$ cat config.mk
export PLATFORM = sky130hd
export DESIGN_NAME = sync_sample_trigger
export DESIGN_NICKNAME = d
export VERILOG_FILES = /design/src/rtl/trig_pkg.sv /design/src/rtl/trig_rx_framer.sv /design/src/rtl/trig_period_timer.sv /design/src/rtl/trig_sample_seq.sv /design/src/rtl/sync_sample_trigger.sv
export SDC_FILE = /design/constraint.sdc
export NUM_CORES = 1
export LEC_CHECK = 0
export BUFFER_PORTS_ARGS = -buffer_cell sky130_fd_sc_hd__buf_2
export CORE_MARGIN = 1.5
export CORE_UTILIZATION = 60
export CTS_CLUSTER_DIAMETER = 50
export DETAILED_ROUTE_END_ITERATION = 10
export PLACE_DENSITY = 0.78
export SLEW_MARGIN = 10
export SYNTH_ARGS = -nofsm -noshare
export SYNTH_HDL_FRONTEND = slang
export SYNTH_SLANG_ARGS = --single-unit
$ cat constraint.sdc
create_clock -name clk -period 2.65 [get_ports clk]
set_input_delay 0.3975 -clock clk [delete_from_list [all_inputs] [get_ports clk]]
set_output_delay 0.3975 -clock clk [all_outputs]
set_load 0.005 [all_outputs]
$ cat src/rtl/trig_pkg.sv
package trig_pkg;
   typedef enum logic [1:0] {ST_IDLE, ST_ARMED, ST_SAMPLING} seq_state_e;
   typedef enum logic [1:0] {RX_IDLE, RX_START, RX_DATA, RX_STOP} rx_state_e;
   localparam logic [7:0] START_SYM  = 8'h0F;
   localparam logic [7:0] ESC_SYM    = 8'h10;
   localparam logic [7:0] MASTER_KEY = 8'hAA;
endpackage

$ cat src/rtl/trig_rx_framer.sv
module trig_rx_framer
   import trig_pkg::*;
#(
   parameter int CLKS_PER_BIT = 16,
   parameter int SYNC_STAGES  = 2
) (
   input  logic       clk,
   input  logic       rst_n,
   input  logic       rx_i,
   output logic       line_fell_o,
   output logic       frame_end_o,
   output logic       byte_vld_o,
   output logic [7:0] byte_o
);
   localparam int CW   = $clog2(CLKS_PER_BIT);
   localparam int HALF = CLKS_PER_BIT / 2;

   if (CLKS_PER_BIT < 4) begin : g_bad_cpb
      $error("CLKS_PER_BIT must be at least 4");
   end
   if (SYNC_STAGES < 2) begin : g_bad_sync
      $error("SYNC_STAGES must be at least 2");
   end

   logic [SYNC_STAGES-1:0] sync_q;
   for (genvar s = 0; s < SYNC_STAGES; s++) begin : g_sync
      always_ff @(posedge clk or negedge rst_n) begin
         if (!rst_n) sync_q[s] <= 1'b1;
         else if (s == 0) sync_q[s] <= rx_i;
         else sync_q[s] <= sync_q[(s > 0) ? s - 1 : 0];
      end
   end

   logic      line_s, prev_q;
   rx_state_e st_q;
   logic [CW-1:0] cnt_q;
   logic [2:0] bit_q;
   logic [7:0] sh_q;
   logic       fe_q, vld_q;

   assign line_s      = sync_q[SYNC_STAGES-1];
   assign line_fell_o = prev_q & ~line_s;
   assign frame_end_o = fe_q;
   assign byte_vld_o  = vld_q;
   assign byte_o      = sh_q;

   always_ff @(posedge clk or negedge rst_n) begin
      if (!rst_n) begin
         prev_q <= 1'b1;
         st_q   <= RX_IDLE;
         cnt_q  <= '0;
         bit_q  <= '0;
         sh_q   <= '0;
         fe_q   <= 1'b0;
         vld_q  <= 1'b0;
      end else begin
         prev_q <= line_s;
         fe_q   <= 1'b0;
         vld_q  <= 1'b0;
         case (st_q)
            RX_IDLE: if (line_fell_o) begin
               st_q  <= RX_START;
               cnt_q <= '0;
            end
            RX_START: begin
               cnt_q <= cnt_q + 1'b1;
               if (cnt_q == CW'(HALF - 1)) begin
                  cnt_q <= '0;
                  bit_q <= '0;
                  st_q  <= line_s ? RX_IDLE : RX_DATA;
               end
            end
            RX_DATA: begin
               cnt_q <= cnt_q + 1'b1;
               if (cnt_q == CW'(CLKS_PER_BIT - 1)) begin
                  cnt_q <= '0;
                  sh_q  <= {line_s, sh_q[7:1]};
                  bit_q <= bit_q + 1'b1;
                  if (bit_q == 3'd7) st_q <= RX_STOP;
               end
            end
            default: begin
               cnt_q <= cnt_q + 1'b1;
               if (cnt_q == CW'(CLKS_PER_BIT - 1)) begin
                  cnt_q <= '0;
                  fe_q  <= 1'b1;
                  vld_q <= line_s;
                  st_q  <= RX_IDLE;
               end
            end
         endcase
      end
   end
endmodule

$ cat src/rtl/trig_period_timer.sv
module trig_period_timer #(
   parameter int W = 16
) (
   input  logic         clk,
   input  logic         rst_n,
   input  logic         load_i,
   input  logic         en_i,
   input  logic [W-1:0] reload_i,
   output logic         tick_o
);
   if (W < 2) begin : g_bad_w
      $error("timer width must be at least 2");
   end

   logic [W-1:0] cnt_q;
   logic         tick_q;
   assign tick_o = tick_q;

   always_ff @(posedge clk or negedge rst_n) begin
      if (!rst_n) begin
         cnt_q  <= '0;
         tick_q <= 1'b0;
      end else begin
         tick_q <= 1'b0;
         if (load_i) begin
            cnt_q <= reload_i;
         end else if (en_i) begin
            if (&cnt_q) begin
               cnt_q  <= reload_i;
               tick_q <= 1'b1;
            end else begin
               cnt_q <= cnt_q + 1'b1;
            end
         end
      end
   end
endmodule

$ cat src/rtl/trig_sample_seq.sv
module trig_sample_seq
   import trig_pkg::*;
#(
   parameter int CNT_W   = 24,
   parameter int RUN_LEN = 5
) (
   input  logic             clk,
   input  logic             rst_n,
   input  logic             arm_i,
   input  logic [CNT_W-1:0] total_i,
   input  logic             line_fell_i,
   input  logic             frame_end_i,
   input  logic             byte_vld_i,
   input  logic [7:0]       byte_i,
   input  logic             master_i,
   input  logic             tick_i,
   input  logic             busy_i,
   output logic             sampling_o,
   output logic             tmr_load_o,
   output logic             strobe_o,
   output logic             store_o,
   output logic             done_o,
   output logic             overrun_o,
   output logic             tx_req_o,
   output logic             pkt_vld_o,
   output logic [7:0]       pkt_byte_o
);
   localparam int RW = $clog2(RUN_LEN + 1);

   if (RUN_LEN < 3) begin : g_bad_run
      $error("RUN_LEN must exceed the two start symbols a packet may hold");
   end

   seq_state_e       st_q;
   logic [RW-1:0]    run_q;
   logic [CNT_W-1:0] total_q, smp_q, txc_q;
   logic             edge_en_q, strobe_q, store_q, done_q, ovr_q;
   logic             load_q, txr_q, pkt_q;
   logic [7:0]       pb_q;

   assign sampling_o = (st_q == ST_SAMPLING);
   assign tmr_load_o = load_q;
   assign strobe_o   = strobe_q;
   assign store_o    = store_q;
   assign done_o     = done_q;
   assign overrun_o  = ovr_q;
   assign tx_req_o   = txr_q;
   assign pkt_vld_o  = pkt_q;
   assign pkt_byte_o = pb_q;

   always_ff @(posedge clk or negedge rst_n) begin
      if (!rst_n) begin
         st_q <= ST_IDLE;  run_q <= '0;
         total_q <= '0;    smp_q <= '0;   txc_q <= '0;
         edge_en_q <= 1'b0; strobe_q <= 1'b0; store_q <= 1'b0;
         done_q <= 1'b0;   ovr_q <= 1'b0;  load_q <= 1'b0;
         txr_q <= 1'b0;    pkt_q <= 1'b0;  pb_q <= '0;
      end else begin
         strobe_q <= 1'b0;
         done_q   <= 1'b0;
         load_q   <= 1'b0;
         txr_q    <= 1'b0;
         pkt_q    <= byte_vld_i && (st_q != ST_SAMPLING);
         if (byte_vld_i) pb_q <= byte_i;
         if (tick_i && master_i && st_q == ST_SAMPLING && txc_q < total_q) begin
            txr_q <= 1'b1;
            txc_q <= txc_q + 1'b1;
         end
         case (st_q)
            ST_IDLE: if (arm_i) begin
               st_q    <= ST_ARMED;
               total_q <= total_i;
               run_q   <= '0;
               smp_q   <= '0;
               txc_q   <= '0;
               ovr_q   <= 1'b0;
            end
            ST_ARMED: if (byte_vld_i) begin
               if (byte_i == START_SYM) begin
                  if (run_q == RW'(RUN_LEN - 1)) begin
                     st_q      <= ST_SAMPLING;
                     load_q    <= 1'b1;
                     edge_en_q <= 1'b1;
                  end else begin
                     run_q <= run_q + 1'b1;
                  end
               end else begin
                  run_q <= '0;
               end
            end
            default: begin
               if (line_fell_i && edge_en_q) begin
                  strobe_q  <= 1'b1;
                  store_q   <= (smp_q != '0);
                  smp_q     <= smp_q + 1'b1;
                  edge_en_q <= 1'b0;
                  if (busy_i) ovr_q <= 1'b1;
               end
               if (frame_end_i) begin
                  edge_en_q <= 1'b1;
                  if (smp_q >= total_q) begin
                     st_q   <= ST_IDLE;
                     done_q <= 1'b1;
                  end
               end
            end
         endcase
      end
   end
endmodule

$ cat src/rtl/sync_sample_trigger.sv
module sync_sample_trigger
   import trig_pkg::*;
#(
   parameter int CLKS_PER_BIT = 16,
   parameter int SYNC_STAGES  = 2,
   parameter int TMR_W        = 16,
   parameter int CNT_W        = 24,
   parameter int RUN_LEN      = 5
) (
   input  logic             clk,
   input  logic             rst_n,
   input  logic             rx_i,
   input  logic             cookie_we_i,
   input  logic [7:0]       cookie_byte_i,
   input  logic             arm_i,
   input  logic [TMR_W-1:0] reload_i,
   input  logic [CNT_W-1:0] total_i,
   input  logic             busy_i,
   output logic             tx_req_o,
   output logic [7:0]       tx_byte_o,
   output logic             strobe_o,
   output logic             store_o,
   output logic             done_o,
   output logic             overrun_o,
   output logic             sampling_o,
   output logic             is_master_o,
   output logic             pkt_vld_o,
   output logic [7:0]       pkt_byte_o
);
   if (CNT_W < 1) begin : g_bad_cnt
      $error("CNT_W must be at least 1");
   end

   logic       fell, fend, bvld, tick, tload, master_q;
   logic [7:0] rbyte;

   always_ff @(posedge clk or negedge rst_n) begin
      if (!rst_n) master_q <= 1'b0;
      else if (cookie_we_i) master_q <= (cookie_byte_i == MASTER_KEY);
   end
   assign is_master_o = master_q;
   assign tx_byte_o   = ESC_SYM;

   trig_rx_framer #(.CLKS_PER_BIT(CLKS_PER_BIT), .SYNC_STAGES(SYNC_STAGES)) u_rx (
      .clk(clk), .rst_n(rst_n), .rx_i(rx_i), .line_fell_o(fell),
      .frame_end_o(fend), .byte_vld_o(bvld), .byte_o(rbyte));

   trig_period_timer #(.W(TMR_W)) u_tmr (
      .clk(clk), .rst_n(rst_n), .load_i(tload),
      .en_i(sampling_o && master_q), .reload_i(reload_i), .tick_o(tick));

   trig_sample_seq #(.CNT_W(CNT_W), .RUN_LEN(RUN_LEN)) u_seq (
      .clk(clk), .rst_n(rst_n), .arm_i(arm_i), .total_i(total_i),
      .line_fell_i(fell), .frame_end_i(fend), .byte_vld_i(bvld), .byte_i(rbyte),
      .master_i(master_q), .tick_i(tick), .busy_i(busy_i),
      .sampling_o(sampling_o), .tmr_load_o(tload), .strobe_o(strobe_o),
      .store_o(store_o), .done_o(done_o), .overrun_o(overrun_o),
      .tx_req_o(tx_req_o), .pkt_vld_o(pkt_vld_o), .pkt_byte_o(pkt_byte_o));
endmodule

==> results.tsv, run 1 <==
stage	metric	value	unit
floorplanning	die height	115.5	um
worst_setup_path	CP bufs+invs	0	
drt	initial drt markers	539	
worst_setup_path	crit-path max cell delay	520	ps
cells_and_area	P&R area growth vs syn	16.31	%
synth	Async SR Flop Fraction	1.000	
cts	Clock Latency Late Sink	430	ps
sta	Hold Vio Cnt, Final	0	
drt	routed wire length	18440	um
placed_design	dpl ws	-59.60	ps
cts	Max Root-Sink Buffers	2	
worst_setup_path	critical-path cell list	ha_1 -> and3_1 -> a221oi_2 -> a21oi_2 -> a211o_4 -> or4_1 -> a21oi_1	
synth	Mapped Area	0.007594	sq mm
worst_hold_path	worst hold path type	in -> reg	
worst_setup_path	CP endpoint kind	flop	
floorplanning	core area	0.01216	sq mm
synth	post-synthesis sequential area ratio	0.4388	
worst_setup_path	Critical-path top delay cell	or4_1	
worst_setup_path	crit path launch type	flop	
cts	# H-tree levels	4	
worst_setup_path	CP required	2980	ps
cells_and_area	Post-layout nets	995	
cts	Setup Buffers After CTS	0	
worst_setup_path	FF-to-FF setup slack	60	ps
sta	final max-slew violation count	0	
floorplanning	Cell Rows	40	
cts	CTS Buf Count	17	
power	peak supply drop	0.0006752	V
drt	Via density	6.156	
sta	Final period util	0.9776	
floorplanning	Die X	115.5	um
cts	Clock transition at path regs	60	ps
sta	Achievable Freq	386.0	MHz
sta	clk_skew	9.964	ps
cts	# clock sinks	133	
global_route	global route total overflow	0	
synth	post-synthesis cell type count	64	
floorplanning	starting density of the core	0.6244	
status	status	finished clean	
worst_setup_path	CP top delay family	compound AO/OA/AOI/OAI gates	
drt	Vias	6532	
sta	Final min period	2591	ps
cells_and_area	Final Cell Area	0.008832	sq mm
synth	Mapped Cells	808	
sta	final number of setup-violating endpoints	0	
cells_and_area	Layout Cells excl Fill	1061	
sta	Final WS setup	59.35	ps
worst_setup_path	Arr. time, crit path	2920	ps
job	Max Cap Viol	0	
global_route	first-pass GRT wire length	30350	um
cts	CTS tree	built	
placed_design	DP Area	0.008124	sq mm
sta	setup TNS	0	ps
worst_setup_path	Setup CP Type	reg -> reg	
synth	dominant synthesized flop cell	dfrtp_1	
global_route	GRT Total Usage	0.2909	
global_route	largest net degree at the start of global routing	87	
sta	Slew @ Worst Pin	638.6	ps
drt	DRC Markers	0	
synth	number of synthesized register bits	133	
global_route	antenna violations before repair	0	
cells_and_area	Ant. Diodes	0	
drt	Routed Antenna Nets	0	
cells_and_area	layout cells sized above 1	0.1691	
global_route	number of global-route vias before repair	6317	
drt	WL/cell	17.38	um
synth	Syn Area/Cell	9.398	sq um
power	P_leak	4.307	nW
placed_design	placed insts	1028	
floorplanning	DIE AREA	0.01334	sq mm
synth	number of synthesized flops with an enable pin	0	
floorplanning	io pins	78	
placed_design	hpwl dp	12580	um
worst_setup_path	CP Max Fanout	9	
placed_design	routability-driven placement congestion ratio	0.8916	
drt	DR pass1 iterations	6	
cts	Root Driver	clkbuf_16	
sta	hold_ws	74.83	ps
synth	synth warn	0	
power	PD cells	618.4	mW/mm^2
placed_design	I/O Buffers	69	
sta	Max-slew headroom	0.5729	
[cell usage after synthesis (4+ instances only)]
library cell,n,share of area
a211oi_1,5,0.0049
a21oi_1,49,0.032
o31a_1,4,0.0046
xor2_1,15,0.017
and3_1,23,0.019
nor4_1,8,0.0066
mux2i_1,12,0.016
dfrtp_1,130,0.43
a21o_1,14,0.014
a31o_2,5,0.0058
and2_1,7,0.0058
nor2_1,58,0.029
buf_2,4,0.0026
o21ai_0,62,0.041
clkbuf_1,21,0.010
nand4_1,19,0.016
inv_1,34,0.017
and4_1,12,0.014
ha_1,60,0.099
nand2b_1,10,0.0082
o31ai_1,9,0.0089
or4_1,8,0.0079
nand3_1,30,0.020
nor3_1,16,0.011
buf_4,9,0.0089
or3_1,5,0.0041
nand2_1,96,0.047
a31oi_1,7,0.0058
mux2_2,16,0.024
xnor2_1,4,0.0046
[layout make-up]
cell class                      instances  area (sq um)
Clock inverter                         13         231.5
Sequential cell                       133          3332
Fill cell                             896          3329
Timing Repair Buffer                   85         499.2
Inverter                               35         131.4
Tap cell                              168         210.2
Clock buffer                           18         429.2
Multi-Input combinational cell        609          3999
[worst paths after layout]
path | startpoint | end | cells past startpoint
setup / recovery | u_seq.txc_q[18] | u_seq.txc_q[5] | 7
hold / removal | rx_i | u_rx.sync_q[0] | 1
setup reg to reg | u_seq.txc_q[18] | u_seq.txc_q[5] | 7
hold reg to reg | u_rx.sync_q[0] | u_rx.line_s | 0
max in group asynchronous | rst_n | u_seq.txc_q[9] | 3
min in group asynchronous | rst_n | u_seq.txc_q[3] | 2
[worst register-to-register path: stages, from the launching register on]
cell      delay, ps
dfrtp_1         420
ha_1            330
and3_1          230
a221oi_2        270
a21oi_2         130
a211o_4         370
or4_1           520
a21oi_1         230
[per-stage QoR]
| stage | total power, W | utilization |
|---|---|---|
| after floorplan | 0.002632 | - |
| after global routing | 0.005671 | 0.7262 |
| final | 0.005462 | 0.7262 |
| after global placement | 0.002793 | 0.6680 |
| after detailed placement | 0.002841 | 0.6680 |
| after CTS | 0.005488 | 0.7239 |
[metal layers]
metal	GRT usage	vias to the layer above	wire [um]
met3	0.05910	35	1054
met2	0.4773	229	9066
met1	0.3864	3208	8000
met4	0.1021	0	319
met5	0	-	0
li1	-	3060	-
[layout by cell type (no fill, tap or decap), drive strengths merged, types with 4 or more instances in the layout]
cell type,n
ha,60
nand2,96
or3,5
clkinv,6
and3,23
o21ai,62
a211oi,7
o31a,4
bufinv,6
a21oi,49
a31oi,8
and2,7
and4,12
conb,8
a31o,5
o31ai,9
nor3,16
xnor2,4
nand2b,10
dfrtp,130
nor2,59
mux2i,12
mux2,16
xor2,15
nand4,19
nor4,8
or4,8
clkbuf,18
inv,34
buf,84
a21o,14
nand3,30
[sequential cells by signal, summed over array words and instances, names as in the netlist, 2 cells and up]
signal,count
u_rx.st_q,2
u_seq.txc_q,24
u_seq.total_q,24
u_seq.pkt_byte_o,8
u_rx.cnt_q,4
u_seq.st_q,2
u_seq.smp_q,24
u_seq.run_q,3
u_tmr.cnt_q,16
u_rx.bit_q,3
u_rx.byte_o,8
[cells by family (layout without fill, tap and decap cells)]
logic type,after synthesis,count (layout),share of synthesized area
AOI/OAI and AO/OA,183,184,0.1509
muxes,28,28,0.03955
xor gates and xnor gates,19,19,0.02191
buffers and inverters,73,151,0.04317
and+or+nand+nor,310,310,0.2058
other,2,8,0.0009890
DFF,133,133,0.4388
adders and majority gates,60,60,0.09886
[repair_timing]
item                                    in CTS  in global routing
gates cloned                                 0                  1
endpoints found under the hold margin       45                  0
endpoints found under the setup margin      15                 20
pin swaps                                    1                  1
gates resized for setup                      2                  5
hold buffers                                 1                  0
[power breakdown]
group	switching (W)	total [W]	leakage, nW	internal, W
clock network	0.000889	0.00265	0.316	0.00176
logic	0.000350	0.000582	2.32	0.000232
registers	0.000100	0.00223	1.67	0.00213
(Power assumes the default switching activity.)
==> inputs of run 2 (changes only) <==
--- a/config.mk
+++ b/config.mk
@@ -6,11 +6,13 @@
 export NUM_CORES = 1
 export LEC_CHECK = 0
 export BUFFER_PORTS_ARGS = -buffer_cell sky130_fd_sc_hd__buf_2
+export CELL_PAD_IN_SITES_DETAIL_PLACEMENT = 0
+export CELL_PAD_IN_SITES_GLOBAL_PLACEMENT = 1
 export CORE_MARGIN = 1.5
-export CORE_UTILIZATION = 60
+export CORE_UTILIZATION = 46
 export CTS_CLUSTER_DIAMETER = 50
 export DETAILED_ROUTE_END_ITERATION = 10
-export PLACE_DENSITY = 0.78
+export PLACE_DENSITY = 0.77
 export SLEW_MARGIN = 10
 export SYNTH_ARGS = -nofsm -noshare
 export SYNTH_HDL_FRONTEND = slang
==> run 2 against run 1 <==
Against the previous run: clock-buffer cell count stayed put; sequential power hardly changed; via count is 4.3% lower; clock skew is 1.4 ps lower; power is 6.1% lower; hold slack worse by 4.4 ps; highest routed layer unchanged; design area hardly changed; critical path depth is 1 lower; die area is 30% higher; utilization is 17 points lower; fmax is 3.5% higher.
==> results.tsv, run 2 (synthesis gave the netlist of run 1 again) <==
stage	metric	value	unit
placed_design	placed insts	1082	
floorplanning	DIE AREA	0.01729	sq mm
global_route	number of global-route vias before repair	6198	
power	P_leak	4.282	nW
placed_design	DP Area	0.008217	sq mm
sta	Hold Vio Cnt, Final	0	
cells_and_area	Post-layout nets	1000	
worst_setup_path	CP required	3000	ps
cells_and_area	Ant. Diodes	0	
floorplanning	core area	0.01600	sq mm
drt	Routed Antenna Nets	0	
sta	Achievable Freq	399.7	MHz
cts	CTS Buf Count	17	
cells_and_area	most frequent cells in the layout	dfrtp_1, nand2_1, buf_2	
worst_setup_path	Arr. time, crit path	2850	ps
worst_setup_path	Setup CP Type	reg -> reg	
cells_and_area	Layout Cells excl Fill	1115	
floorplanning	starting density of the core	0.4746	
cts	Root Driver	clkbuf_16	
sta	Final period util	0.9441	
drt	DR pass1 iterations	5	
drt	Via density	5.604	
worst_setup_path	crit path launch type	flop	
power	combinational share of power	0.111	
placed_design	hpwl dp	12870	um
drt	WL/cell	16.06	um
worst_setup_path	CP endpoint kind	flop	
cts	Clock transition at path regs	60	ps
floorplanning	die height	131.5	um
worst_setup_path	CP top delay family	compound AO/OA/AOI/OAI gates	
floorplanning	Cell Rows	46	
sta	Final WS setup	148.2	ps
sta	Final min period	2502	ps
cells_and_area	leading cell type in the layout, fill and taps excluded	dfrtp_1	
power	Clock Power Share	0.454	
job	Max Cap Viol	0	
global_route	largest net degree at the start of global routing	87	
power	Switching Share	0.2672	
sta	Max-slew headroom	0.6088	
cts	Clock Latency Late Sink	430	ps
worst_setup_path	CP bufs+invs	0	
global_route	antenna violations before repair	0	
sta	RSZ-0062 raised after global routing	false	
floorplanning	io pins	78	
cells_and_area	Regs by FF count	u_seq.smp_q (24), u_seq.total_q (24), u_seq.txc_q (24)	
sta	clk_skew	8.577	ps
worst_setup_path	CP Max Fanout	19	
drt	initial drt markers	442	
status	status	finished clean	
cells_and_area	P&R area growth vs syn	16.21	%
sta	final number of setup-violating endpoints	0	
worst_setup_path	crit-path max cell delay	500	ps
placed_design	I/O Buffers	69	
worst_setup_path	Critical-path top delay cell	or4_1	
power	sw power	0.001370	W
cts	# H-tree levels	4	
placed_design	dpl ws	-60.02	ps
power	sequential power share	0.435	
drt	Vias	6249	
worst_setup_path	critical-path cell list	ha_1 -> and4_1 -> a221o_1 -> a211o_4 -> or4_1 -> a21oi_1	
placed_design	routability-driven placement congestion ratio	0.8215	
cells_and_area	layout cells sized above 1	0.1735	
power	internal cell power	0.003758	W
sta	setup TNS	0	ps
floorplanning	Die X	131.5	um
power	peak supply drop	0.0004918	V
drt	DRC Markers	0	
drt	routed wire length	17910	um
global_route	GRT Total Usage	0.2172	
sta	Slew @ Worst Pin	582.3	ps
cts	Max Root-Sink Buffers	2	
sta	final max-slew violation count	0	
cts	# clock sinks	133	
worst_hold_path	worst hold path type	in -> reg	
cells_and_area	Final Cell Area	0.008825	sq mm
cts	CTS tree	built	
global_route	first-pass GRT wire length	30460	um
power	PD cells	581.1	mW/mm^2
global_route	global route total overflow	0	
-- run 2: cell types whose count changed in the layout (fill, tap and decap cells not counted), moves of 2 or more --
cell       previous run  this run
buf_4                13        20
bufinv_16             6         2
inv_6                 0         3
clkinv_4              3         5
-- run 2: what timing repair did --
item                                    4_1_cts  5_1_grt
gates resized for setup                       1        4
pin swaps                                     0        1
endpoints found under the setup margin       14       15
hold buffers                                  1        0
endpoints found under the hold margin        49        0
setup buffers                                 0        0
-- run 2: path summary, 6_finish.rpt --
check                      slack [ps]        endpoint  cells past startpoint       startpoint
max in group asynchronous        1410  u_tmr.cnt_q[6]                      3            rst_n
setup / recovery                  150  u_seq.txc_q[8]                      6  u_seq.txc_q[22]
hold reg to reg                   360     u_rx.line_s                      0   u_rx.sync_q[0]
hold / removal                     70  u_rx.sync_q[0]                      1             rx_i
setup reg to reg                  150  u_seq.txc_q[8]                      6  u_seq.txc_q[22]
min in group asynchronous         500  u_seq.tx_req_o                      2            rst_n
-- run 2: through the flow --
stage          power (W)  hold slack (ps)  utilization
5_1_grt         0.005405            54.35       0.5515
6_report        0.005128            70.40       0.5515
3_3_place_gp    0.002812            347.1       0.5135
2_1_floorplan   0.002632            101.9            -
3_5_place_dp    0.002834            347.0       0.5135
4_1_cts         0.005192            52.25       0.5506
-- run 2: area by class of cell --
class | count | area, sq um
Inverter | 35 | 131.4
Fill cell | 1481 | 7176
Clock buffer | 18 | 429.2
Multi-Input combinational cell | 608 | 3978
Tap cell | 216 | 270.3
Sequential cell | 133 | 3332
Clock inverter | 14 | 152.6
Timing Repair Buffer | 91 | 531.8
-- run 2: routing by layer --
metal	share of wire	vias up	global-route usage	wire length, um
met2	0.49	129	0.3573	8729
li1	-	3062	-	-
met5	0	-	0	0
met3	0.033	17	0.03819	586
met4	0.013	0	0.07778	239
met1	0.47	3041	0.2877	8351
-- run 2: power groups by stage --
stage	clock (W)	combinational, W	sequential (W)
after floorplan	0	0.000394	0.00224
after global placement	0	0.000551	0.00226
after global routing	0.00249	0.000672	0.00225
after CTS	0.00239	0.000573	0.00223
final	0.00233	0.000569	0.00223
after detailed placement	0	0.000569	0.00227
